File: src/rtl/match_pkg.sv
package match_pkg;
  localparam int MOORE_W = 3;
  localparam int MEALY_W = 2;

  typedef enum logic [MOORE_W-1:0] {
    MO_IDLE = 3'd0,
    MO_A    = 3'd1,
    MO_AB   = 3'd2,
    MO_ABB  = 3'd3,
    MO_HIT  = 3'd4
  } moore_st_e;

  typedef enum logic [MEALY_W-1:0] {
    ME_IDLE = 2'd0,
    ME_A    = 2'd1,
    ME_AB   = 2'd2,
    ME_ABB  = 2'd3
  } mealy_st_e;
endpackage

File: src/rtl/moore_track.sv
module moore_track
  import match_pkg::*;
(
  input  logic clk,
  input  logic rst,
  input  logic din,
  output logic hit
);
  moore_st_e st_q, st_d;

  always_comb begin
    unique case (st_q)
      MO_IDLE: st_d = din ? MO_A : MO_IDLE;
      MO_A:    st_d = din ? MO_A : MO_AB;
      MO_AB:   st_d = din ? MO_A : MO_ABB;
      MO_ABB:  st_d = din ? MO_HIT : MO_IDLE;
      MO_HIT:  st_d = din ? MO_A : MO_AB;   // closing 1 may open a new match
      default: st_d = MO_IDLE;              // unreachable codes recover
    endcase
  end

  always_ff @(posedge clk) begin
    if (rst) st_q <= MO_IDLE;
    else     st_q <= st_d;
  end

  assign hit = (st_q == MO_HIT) & ~rst;

  // a hit follows a consumed 1
  a_r2_hit_after_one: assert property (@(posedge clk) disable iff (rst)
    hit |-> $past(din));
  // leaving the match state keeps the overlap
  a_r4_overlap_exit: assert property (@(posedge clk) disable iff (rst)
    (st_q == MO_HIT) |=> (st_q == MO_A || st_q == MO_AB));
endmodule

File: src/rtl/mealy_track.sv
module mealy_track
  import match_pkg::*;
(
  input  logic clk,
  input  logic rst,
  input  logic din,
  output logic hit
);
  mealy_st_e st_q, st_d;

  always_comb begin
    unique case (st_q)
      ME_IDLE: st_d = din ? ME_A : ME_IDLE;
      ME_A:    st_d = din ? ME_A : ME_AB;
      ME_AB:   st_d = din ? ME_A : ME_ABB;
      ME_ABB:  st_d = din ? ME_A : ME_IDLE;
      default: st_d = ME_IDLE;
    endcase
  end

  always_ff @(posedge clk) begin
    if (rst) st_q <= ME_IDLE;
    else     st_q <= st_d;
  end

  assign hit = (st_q == ME_ABB) & din & ~rst;

  // the input-driven flag needs a present 1
  a_r3_needs_one: assert property (@(posedge clk) disable iff (rst)
    hit |-> din);
endmodule

File: src/rtl/serial_match_pair.sv
module serial_match_pair (
  input  logic clk,
  input  logic rst,
  input  logic din,
  output logic moore_hit,
  output logic mealy_hit
);
  moore_track u_moore (.clk(clk), .rst(rst), .din(din), .hit(moore_hit));
  mealy_track u_mealy (.clk(clk), .rst(rst), .din(din), .hit(mealy_hit));

  // flags stay quiet during reset
  a_r1_reset_quiet: assert property (@(posedge clk)
    rst |-> (!moore_hit && !mealy_hit));
  // state-driven flag trails the input-driven one by a cycle
  a_r6_one_cycle_lag: assert property (@(posedge clk) disable iff (rst)
    moore_hit == $past(mealy_hit));
endmodule

File: config.mk
export PLATFORM = sky130hd
export DESIGN_NAME = serial_match_pair
export DESIGN_NICKNAME = d
export VERILOG_FILES = /design/src/rtl/match_pkg.sv /design/src/rtl/moore_track.sv /design/src/rtl/mealy_track.sv /design/src/rtl/serial_match_pair.sv
export SDC_FILE = /design/constraint.sdc
export NUM_CORES = 1
export LEC_CHECK = 0
export BUFFER_PORTS_ARGS = -buffer_cell sky130_fd_sc_hd__buf_2
export CAP_MARGIN = 25
export CORE_AREA = 2 2 39 41
export CTS_BUF_LIST = sky130_fd_sc_hd__clkbuf_16
export CTS_CLUSTER_SIZE = 24
export DETAILED_ROUTE_END_ITERATION = 6
export DIE_AREA = 0 0 41 43
export MAX_ROUTING_LAYER = met4
export PLACE_DENSITY = 0.43
export SYNTH_ARGS = -nofsm -noshare
export SYNTH_HDL_FRONTEND = slang
export SYNTH_SLANG_ARGS = --single-unit
File: constraint.sdc
create_clock -name clk -period 1.26 [get_ports clk]
set_clock_uncertainty 0.1 [all_clocks]
set_input_delay 0.126 -clock clk [delete_from_list [all_inputs] [get_ports clk]]
set_output_delay 0.126 -clock clk [all_outputs]
set_load 0.1 [all_outputs]
==> impl_metrics.json <==
{
  "setup_violations": 2,
  "reg2reg_from": "u_moore.st_q[0]",
  "ys.flop_type": "dfxtp_1",
  "switching_share_pct": 18.1,
  "slew_headroom_pct": 83.0,
  "synth_edf_count": 0,
  "crit_type": "register to output port",
  "timing.rr.end": "u_moore.st_q[1]",
  "stdcell_area_um2": 480,
  "synth-seq-cells": 5,
  "p_sw_w": 0.000134,
  "whs_endpoint": "u_moore.st_q[1]",
  "pin_count": 5,
  "clkLatencyLatePin_ps": 230,
  "max_stage_delay_ps": 350,
  "cts_hold_buf": 0,
  "grt_pass1_wl_um": 972,
  "routedWlPerCell_um": 9.97,
  "finalHoldViolCount": 0,
  "critPathArrivalTime_ps": 1090,
  "maxCapViolations": 0,
  "portBuffers": 4,
  "pwr-share-comb_pct": 7.9,
  "crit_slowest_cell": "dfxtp_4",
  "yosysUniqueCellTypes": 17,
  "cts_sinks": 5,
  "worst_hold_path_type": "primary input to register",
  "antenna_left": 0,
  "die_h_um": 43,
  "seqPwrFrac_pct": 23.5,
  "cts_root_buf": "clkbuf_16",
  "rsz0062_at_grt": "true",
  "internal-power_w": 0.000607,
  "areaGrowthSynthToFinish_pct": 87.3,
  "synth-seq-area-share_pct": 39.0,
  "grt-ovfl-total": 0,
  "track_usage_pct": 9.47,
  "drt_iter0_drc": 3,
  "wirelength_um": 578,
  "async_flop_share_pct": 0,
  "vias": 255,
  "hp-start": "din",
  "htree_levels": 1,
  "drc": 0,
  "critPathLaunchType": "register",
  "drive_above_1_share_pct": 52.4,
  "grt_max_degree": 8,
  "start_util_pct": 18.5,
  "finalCriticalPeriod_ps": 1320,
  "fmax_mhz": 760,
  "num_antenna_cells": 0,
  "synth_area_um2": 256,
  "path_clk_slew_ps": 30,
  "crit_chain": "nor4b_4 -> buf_12",
  "drv_slew": 0,
  "fp.dieArea_um2": 1760,
  "violations": "setup timing",
  "fp-row-count": 14,
  "hpwlAfterDp_um": 408,
  "whs_path_depth": 2,
  "die_w_um": 41,
  "power.share.clock_pct": 68.6,
  "leakage_nw": 0.201,
  "crit_fanout": 4,
  "grt_pass1_vias": 237,
  "max_slew.worst_pin.slew_ps": 253,
  "firstDrtPassIters": 2,
  "end_kind": "output port",
  "period_share_pct": 104,
  "gp_congestion": 0.614,
  "place_area_um2": 344,
  "reg2reg_depth": 5,
  "ir_drop_mv": 0.837,
  "p_per_area_nw_per_um2": 1540,
  "reg2reg_slack_ps": 90,
  "cts_tree": "built",
  "coreArea_um2": 1380,
  "antenna_found_initial": 0,
  "worst_slack_ps": -55.1,
  "synth-warning-count": 0,
  "netlist_instances": 28,
  "syn_nets": 34,
  "critPathRequiredTime_ps": 1030,
  "synth_area_per_cell_um2": 9.16,
  "viasPerCell": 4.40,
  "nNetsFinal": 49,
  "clock_path_buffers": 2,
  "whs_ps": 36.6,
  "numCtsBuffers": 3,
  "status": "finished, violations left"
}
[worst max-delay path: cells and delay by family, from the launching register on]
family | cells | cell delay, ps
flip-flops | 1 | 350
AND/OR/NAND/NOR | 1 | 300
buffers and inverters | 1 | 210
[cell usage in the layout (no fill, tap or decap), drive strengths merged]
cell,Yosys,routed
a21oi,1,1
a31oi,1,1
and3b,1,1
buf,0,10
clkbuf,0,3
dfxtp,5,5
ha,3,3
inv,3,4
nand2,1,1
nand2b,1,1
nand3b,1,1
nor2,2,2
nor3,2,2
nor3b,2,2
nor4b,1,1
o21ai,3,3
xor2,1,1
[layout make-up]
cell class,count,area (um2)
Clock buffer,3,75.1
Clock inverter,1,3.75
Fill cell,147,903
Inverter,3,11.3
Multi-Input combinational cell,20,164
Sequential cell,5,111
Tap cell,16,20.0
Timing Repair Buffer,10,95.1
[worst max-delay path by stage]
stage,from,end,slack (ps),depth (start not counted)
after floorplan,u_moore.st_q[0],moore_hit,-390,1
after global placement,u_mealy.st_q[0],u_mealy.st_q[0],130,4
after detailed placement,u_mealy.st_q[0],u_mealy.st_q[0],100,4
after CTS,u_mealy.st_q[0],mealy_hit,-60,3
after global routing,u_moore.st_q[1],moore_hit,-100,2
final,u_moore.st_q[1],moore_hit,-60,2
[routing by layer]
metal	global-route usage (%)	wire length (um)	vias up
met3	6.81	48	2
met4	8.00	17	0
li1	-	-	124
met1	7.42	167	121
met5	-	0	-
met2	13.8	344	8
[timing repair]
item | CTS | global route
cloned | 0 | 0
gates resized for setup | 4 | 4
endpoints found under the hold margin | 0 | 0
pin swaps | 0 | 1
setup endpoints to repair | 2 | 3
buffers inserted | 3 | 3
[cell usage after synthesis (2+ instances only)]
master	instances	area, um2
inv_1	3	11.3
ha_1	3	37.5
nor3b_1	2	15.0
o21ai_0	2	10.0
nor2_1	2	7.51
dfxtp_1	5	100
[cells by family (layout without fill, tap and decap cells)]
family	Yosys count	after routing	share of synthesized area [%]
flops	5	5	39.0
xor+xnor	1	1	3.42
simple gates	11	11	28.3
compound gates	5	5	10.2
fa+ha+maj	3	3	14.6
buf+inv	3	17	4.39
[sequential cells by signal (all words and copies together), names as in the netlist]
register and count:
u_mealy.st_q 2, u_moore.st_q 3
[power groups by stage]
stage	logic, W	clock network [W]	registers, W
finish	0.0000584	0.000508	0.000174
global route	0.0000665	0.000531	0.000175
CTS	0.0000524	0.000519	0.000176
detailed placement	0.0000388	0	0.000181
global placement	0.0000354	0	0.000180
floorplan	0.0000236	0	0.000179
[stage by stage]
stage | util, % | setup WS (ps) | TNS (ps) | cells | power (W)
after floorplan | - | -393 | -393 | 28 | 0.000202
after global placement | 24.9 | 135 | 0 | 48 | 0.000216
after detailed placement | 24.9 | 98.8 | 0 | 48 | 0.000220
after CTS | 32.6 | -63.8 | -121 | 55 | 0.000747
after global routing | 34.7 | -104 | -176 | 58 | 0.000773
final | 34.7 | -55.1 | -106 | 58 | 0.000741
(Power assumes the default switching activity.)
